`config.mk`:
```
export PLATFORM = sky130hd
export DESIGN_NAME = cpreg_access_ctl
export DESIGN_NICKNAME = d
export VERILOG_FILES = /design/src/rtl/cpreg_pkg.sv /design/src/rtl/cpreg_decode.sv /design/src/rtl/cpreg_policy.sv /design/src/rtl/cpreg_store.sv /design/src/rtl/cpreg_access_ctl.sv
export SDC_FILE = /design/constraint.sdc
export NUM_CORES = 1
export LEC_CHECK = 0
export CAP_MARGIN = 20
export CORE_ASPECT_RATIO = 1.1
export CORE_UTILIZATION = 40
export CTS_BUF_LIST = sky130_fd_sc_hd__clkbuf_2 sky130_fd_sc_hd__clkbuf_4 sky130_fd_sc_hd__clkbuf_8
export CTS_CLUSTER_SIZE = 8
export DETAILED_ROUTE_END_ITERATION = 12
export PLACE_DENSITY = 0.82
export SLEW_MARGIN = 30
export SYNTH_ARGS = -nofsm -noshare
export SYNTH_HDL_FRONTEND = slang
export SYNTH_SLANG_ARGS = --single-unit
```
`constraint.sdc`:
```
create_clock -name clk -period 1.1 [get_ports clk]
set_input_delay 0.22 -clock clk [delete_from_list [all_inputs] [get_ports clk]]
set_output_delay 0.22 -clock clk [all_outputs]
set_load 0.1 [all_outputs]
```
`src/rtl/cpreg_pkg.sv`:
```
package cpreg_pkg;
  localparam int DATA_W = 32;
  localparam int SYN_W  = 6;

  typedef enum logic [1:0] {
    OC_OK     = 2'b00,
    OC_UNDEF  = 2'b01,
    OC_TRAP64 = 2'b10,
    OC_TRAP32 = 2'b11
  } outcome_e;

  localparam logic [3:0] SEL_COPROC = 4'b1111;
  localparam logic [2:0] SEL_OPC1   = 3'b100;
  localparam logic [3:0] SEL_CRN    = 4'b0001;
  localparam logic [3:0] SEL_CRM    = 4'b0000;
  localparam logic [2:0] SEL_OPC2   = 3'b011;

  localparam logic [SYN_W-1:0] TRAP_SYNDROME = 6'h03;
endpackage

```
`src/rtl/cpreg_decode.sv`:
```
module cpreg_decode
  import cpreg_pkg::*;
(
  input  logic [3:0] coproc,
  input  logic [2:0] opc1,
  input  logic [3:0] crn,
  input  logic [3:0] crm,
  input  logic [2:0] opc2,
  output logic       hit
);
  logic [4:0] field_eq;

  always_comb begin
    field_eq[0] = (coproc == SEL_COPROC);
    field_eq[1] = (opc1   == SEL_OPC1);
    field_eq[2] = (crn    == SEL_CRN);
    field_eq[3] = (crm    == SEL_CRM);
    field_eq[4] = (opc2   == SEL_OPC2);
    hit         = &field_eq;
  end
endmodule

```
`src/rtl/cpreg_policy.sv`:
```
module cpreg_policy
  import cpreg_pkg::*;
(
  input  logic [1:0] el,
  input  logic       hyp_en,
  input  logic       hyp_is64,
  input  logic       trap64_en,
  input  logic       trap32_en,
  input  logic       nonsecure,
  input  logic       present,
  output outcome_e   verdict
);
  always_comb begin
    verdict = OC_UNDEF;
    if (present) begin
      unique case (el)
        2'd0: verdict = OC_UNDEF;
        2'd1: begin
          if (hyp_en && hyp_is64 && trap64_en)       verdict = OC_TRAP64;
          else if (hyp_en && !hyp_is64 && trap32_en) verdict = OC_TRAP32;
          else                                       verdict = OC_UNDEF;
        end
        2'd2: verdict = OC_OK;
        2'd3: verdict = nonsecure ? OC_OK : OC_UNDEF;
        default: verdict = OC_UNDEF;
      endcase
    end
  end
endmodule

```
`src/rtl/cpreg_store.sv`:
```
module cpreg_store #(
  parameter int HALF_W = 32,
  localparam int FULL_W = 2 * HALF_W
) (
  input  logic              clk,
  input  logic              rst_n,
  input  logic              narrow_we,
  input  logic [HALF_W-1:0] narrow_wdata,
  input  logic              full_we,
  input  logic [FULL_W-1:0] full_wdata,
  output logic [FULL_W-1:0] full_q
);
  logic [HALF_W-1:0] lo_q, lo_d, hi_q, hi_d;
  logic              lo_en, hi_en;

  always_comb begin
    lo_en = full_we;
    lo_d  = full_wdata[HALF_W-1:0];
    hi_en = narrow_we | full_we;
    hi_d  = narrow_we ? narrow_wdata : full_wdata[FULL_W-1:HALF_W];
  end

  always_ff @(posedge clk or negedge rst_n) begin
    if (!rst_n) begin
      lo_q <= '0;
      hi_q <= '0;
    end else begin
      if (lo_en) lo_q <= lo_d;
      if (hi_en) hi_q <= hi_d;
    end
  end

  assign full_q = {hi_q, lo_q};
endmodule

```
`src/rtl/cpreg_access_ctl.sv`:
```
module cpreg_access_ctl
  import cpreg_pkg::*;
(
  input  logic                clk,
  input  logic                rst_n,
  input  logic                req_valid,
  input  logic                req_write,
  input  logic [3:0]          req_coproc,
  input  logic [2:0]          req_opc1,
  input  logic [3:0]          req_crn,
  input  logic [3:0]          req_crm,
  input  logic [2:0]          req_opc2,
  input  logic [DATA_W-1:0]   req_wdata,
  input  logic [1:0]          cur_el,
  input  logic                hyp_en,
  input  logic                hyp_is64,
  input  logic                trap64_en,
  input  logic                trap32_en,
  input  logic                nonsecure,
  input  logic                present,
  input  logic                wide_we,
  input  logic [2*DATA_W-1:0] wide_wdata,
  output logic [2*DATA_W-1:0] wide_rdata,
  output logic                rsp_valid,
  output logic                rsp_nomatch,
  output logic [1:0]          rsp_code,
  output logic [DATA_W-1:0]   rsp_rdata,
  output logic [SYN_W-1:0]    rsp_syndrome
);
  localparam int WIDE_W = 2 * DATA_W;

  logic     hit;
  outcome_e verdict;
  logic     sel, ok_acc, ok_wr;

  cpreg_decode i_decode (
    .coproc(req_coproc), .opc1(req_opc1), .crn(req_crn),
    .crm(req_crm), .opc2(req_opc2), .hit(hit)
  );

  cpreg_policy i_policy (
    .el(cur_el), .hyp_en(hyp_en), .hyp_is64(hyp_is64),
    .trap64_en(trap64_en), .trap32_en(trap32_en),
    .nonsecure(nonsecure), .present(present), .verdict(verdict)
  );

  logic [WIDE_W-1:0] store_q;

  cpreg_store #(.HALF_W(DATA_W)) i_store (
    .clk(clk), .rst_n(rst_n),
    .narrow_we(ok_wr), .narrow_wdata(req_wdata),
    .full_we(wide_we), .full_wdata(wide_wdata),
    .full_q(store_q)
  );

  assign wide_rdata = store_q;

  logic              valid_d, valid_q, nomatch_d, nomatch_q;
  logic [1:0]        code_d, code_q;
  logic [DATA_W-1:0] rdata_d, rdata_q;
  logic [SYN_W-1:0]  syn_d, syn_q;

  always_comb begin
    sel       = req_valid & hit;
    ok_acc    = sel & (verdict == OC_OK);
    ok_wr     = ok_acc & req_write;
    valid_d   = req_valid;
    nomatch_d = req_valid & ~hit;
    code_d    = sel ? verdict : OC_OK;
    rdata_d   = (ok_acc && !req_write) ? store_q[WIDE_W-1:DATA_W] : '0;
    syn_d     = (sel && verdict[1]) ? TRAP_SYNDROME : '0;
  end

  always_ff @(posedge clk or negedge rst_n) begin
    if (!rst_n) begin
      valid_q   <= 1'b0;
      nomatch_q <= 1'b0;
      code_q    <= OC_OK;
      rdata_q   <= '0;
      syn_q     <= '0;
    end else begin
      valid_q   <= valid_d;
      nomatch_q <= nomatch_d;
      code_q    <= code_d;
      rdata_q   <= rdata_d;
      syn_q     <= syn_d;
    end
  end

  assign rsp_valid    = valid_q;
  assign rsp_nomatch  = nomatch_q;
  assign rsp_code     = code_q;
  assign rsp_rdata    = rdata_q;
  assign rsp_syndrome = syn_q;
endmodule

```
==> out/summary.txt <==
Remaining global-route overflow: 0
Endpoints failing hold: 0
Fin crit share: 153.5%
Diode count: 0
Seq/Total Area, Yosys: 59.17%
CP endpoint kind: flip-flop
CTS sink cnt: 100
Post-synth ARST share: 100.0%
Crit path DAT: 1.98 ns
Setup total negative slack: -41.70 ns
Post-synth EDFFs: 0
Die Width: 100.0 um
Initial core utilization: 40.88%
Vias/cell: 4.841
Post-DP HPWL: 9710 um
TritonCTS clock tree: built
DR vias: 3389
Max Slew Vio Count: 0
Clock Tree Buf Depth: 2
Yosys warning count: 0
Synth Flop Type: dfrtp_1
Largest net degree at the start of global routing: 72
Post-synth top area share: 59.17%
RSZ-0062 raised after global routing: yes
Chip height: 109.8 um
# port buffers: 228
Inserted Clock Buffers: 9
Core box area: 0.01034 mm^2
Pre-CTS setup slack: -1.198 ns
Area Overhead vs Synth: 104.9%
Count of state elements after synthesis: 100
Fin crit period: 1.688 ns
Critical setup path kind: input pin to flip-flop
FP Rows: 39
Syn Area/Cell: 15.55 um^2
CTS clk-pin slew, worst paths: 0.10 ns
Hold_sp: req_crn[3]
PwrDens: 1280 mW/mm^2
Crit path max fanout: 8
Final setup fails: 169
Worst Path Required: 1.39 ns
WL final: 13760 um
Max cap viols: 0
Synth area leaders: dfrtp_1 59%, mux2_2 18%, mux2_4 11%
Gpl congestion: 0.8894
CTS root buf: clkbuf_8
First-pass GRT wire length: 20070 um
Area of the die: 0.01099 mm^2
Share of layout cells above drive strength 1: 69.30%
Critical Path Start Type: input pin
Iter 0 DRT Violations: 72
Worst-Skew Late Latency: 0.35 ns
Area after DPL: 0.008119 mm^2
Most frequent cells in the layout: 110 x buf_12, 104 x clkdlybuf4s50_1, 69 x dfrtp_2
Worst-case clock skew: 0.009673 ns
Total power: 11090 uW
H-tree depth: 3
Failing checks: setup timing
Synth area leader: dfrtp_1
Fmax: 0.5924 GHz
Netlist cell types: 32
GRT Resource Usage Total: 24.82%
HP Class: input pin to flip-flop
Synth Instances: 272
Status: finished with violations
Vias in the first global route: 3761
Wirelength per Cell: 19.65 um
Post-route setup slack: -0.5881 ns
Synthesized cell area: 0.004229 mm^2
Final #Nets: 679
I/O pins: 233
Post-route ant nets: 0
Leak: 0.003858 uW
Initial antenna violation count: 0
DRC Markers: 0
Most common cell after layout, fill and taps aside: buf_12
Worst vdd ir: 0.8145 mV
Crit path launch: req_valid
Fin area: 0.008667 mm^2
Reg2reg start: i_store.hi_q[2]
Pre-antenna DRT Iters: 4
cells by family after synthesis:
kind of cell / Yosys count / share of synthesized area [%]
other: 1 / 0.08867
and+or+nand+nor: 50 / 8.639
muxes: 97 / 28.46
AOI/OAI and AO/OA: 4 / 0.7101
DFF: 100 / 59.17
buffers and inverters: 20 / 2.929
cells in the mapped netlist, types with 2 or more instances:
cell      number
buf_2          3
clkbuf_1       6
dfrtp_1      100
and2_1        33
buf_6          3
mux2_4        30
or4bb_1        2
mux2_2        66
buf_4          6
final timing paths:
| kind | to | slack, ns | cells past startpoint |
|---|---|---|---|
| min reg2reg | i_store.lo_q[27] | 0.56 | 1 |
| max | rsp_rdata[5] | -0.59 | 8 |
| max in group asynchronous | rsp_rdata[7] | 0.31 | 3 |
| min in group asynchronous | i_store.lo_q[21] | 0.41 | 3 |
| min | rsp_syndrome[0] | 0.25 | 4 |
| max reg2reg | i_store.hi_q[2] | -0.10 | 3 |
registers in the layout (all words and copies together) (netlist names):
| register | flops |
|---|---|
| i_store.hi_q | 32 |
| i_store.lo_q | 32 |
| rsp_rdata | 32 |
| rsp_code | 1 |
| rsp_nomatch | 1 |
| rsp_syndrome | 1 |
| rsp_valid | 1 |
through the flow:
stage / util (%) / cells / hold slack (ns)
after floorplan: - / 275 / -0.07559
after global placement: 78.48 / 674 / 0.2638
after detailed placement: 78.48 / 674 / 0.2703
after CTS: 82.22 / 692 / 0.1947
after global routing: 83.78 / 700 / 0.2361
final: 83.78 / 700 / 0.2453
worst max-delay path, stage by stage:
cell           delay (ns)
dlygate4sd2_1        0.23
or4b_4               0.49
nor2_1               0.22
and4bb_4             0.32
buf_4                0.12
buf_6                0.09
clkbuf_16            0.15
and2_1               0.12
metal layers:
metal | up-vias | routed length (um) | global-route usage, % | share of wire [%]
li1 | 1500 | - | - | -
met1 | 1669 | 4779 | 25.71 | 35
met2 | 174 | 7539 | 47.29 | 55
met3 | 46 | 798 | 5.404 | 5.8
met4 | 0 | 639 | 12.32 | 4.6
met5 | - | 0 | 0 | 0
report_power, final:
part           switching (uW)  internal, uW  leakage [uW]  total [uW]
Clock                    1240          1390      0.000113        2640
Sequential                267          3940       0.00115        4200
Combinational            2400          1850       0.00259        4250
repair_timing:
action / in CTS / in global routing
setup endpoints to repair: 169 / 169
setup buffers: 18 / 8
hold buffers: 1 / 0
gates cloned: 4 / 2
resized for setup: 74 / 39
endpoints found under the hold margin: 100 / 0
pin swaps: 14 / 21
area by class of cell:
| cell class | count | area [um^2] |
|---|---|---|
| inverters | 1 | 3.754 |
| repair buffers | 285 | 3939 |
| multi-input cells | 155 | 1728 |
| well taps | 143 | 178.9 |
| clock inverters | 4 | 72.57 |
| fillers | 517 | 1678 |
| flip-flops and latches | 100 | 2592 |
| clock buffers | 12 | 152.6 |
No activity file was read; power rests on OpenSTA's default activity.
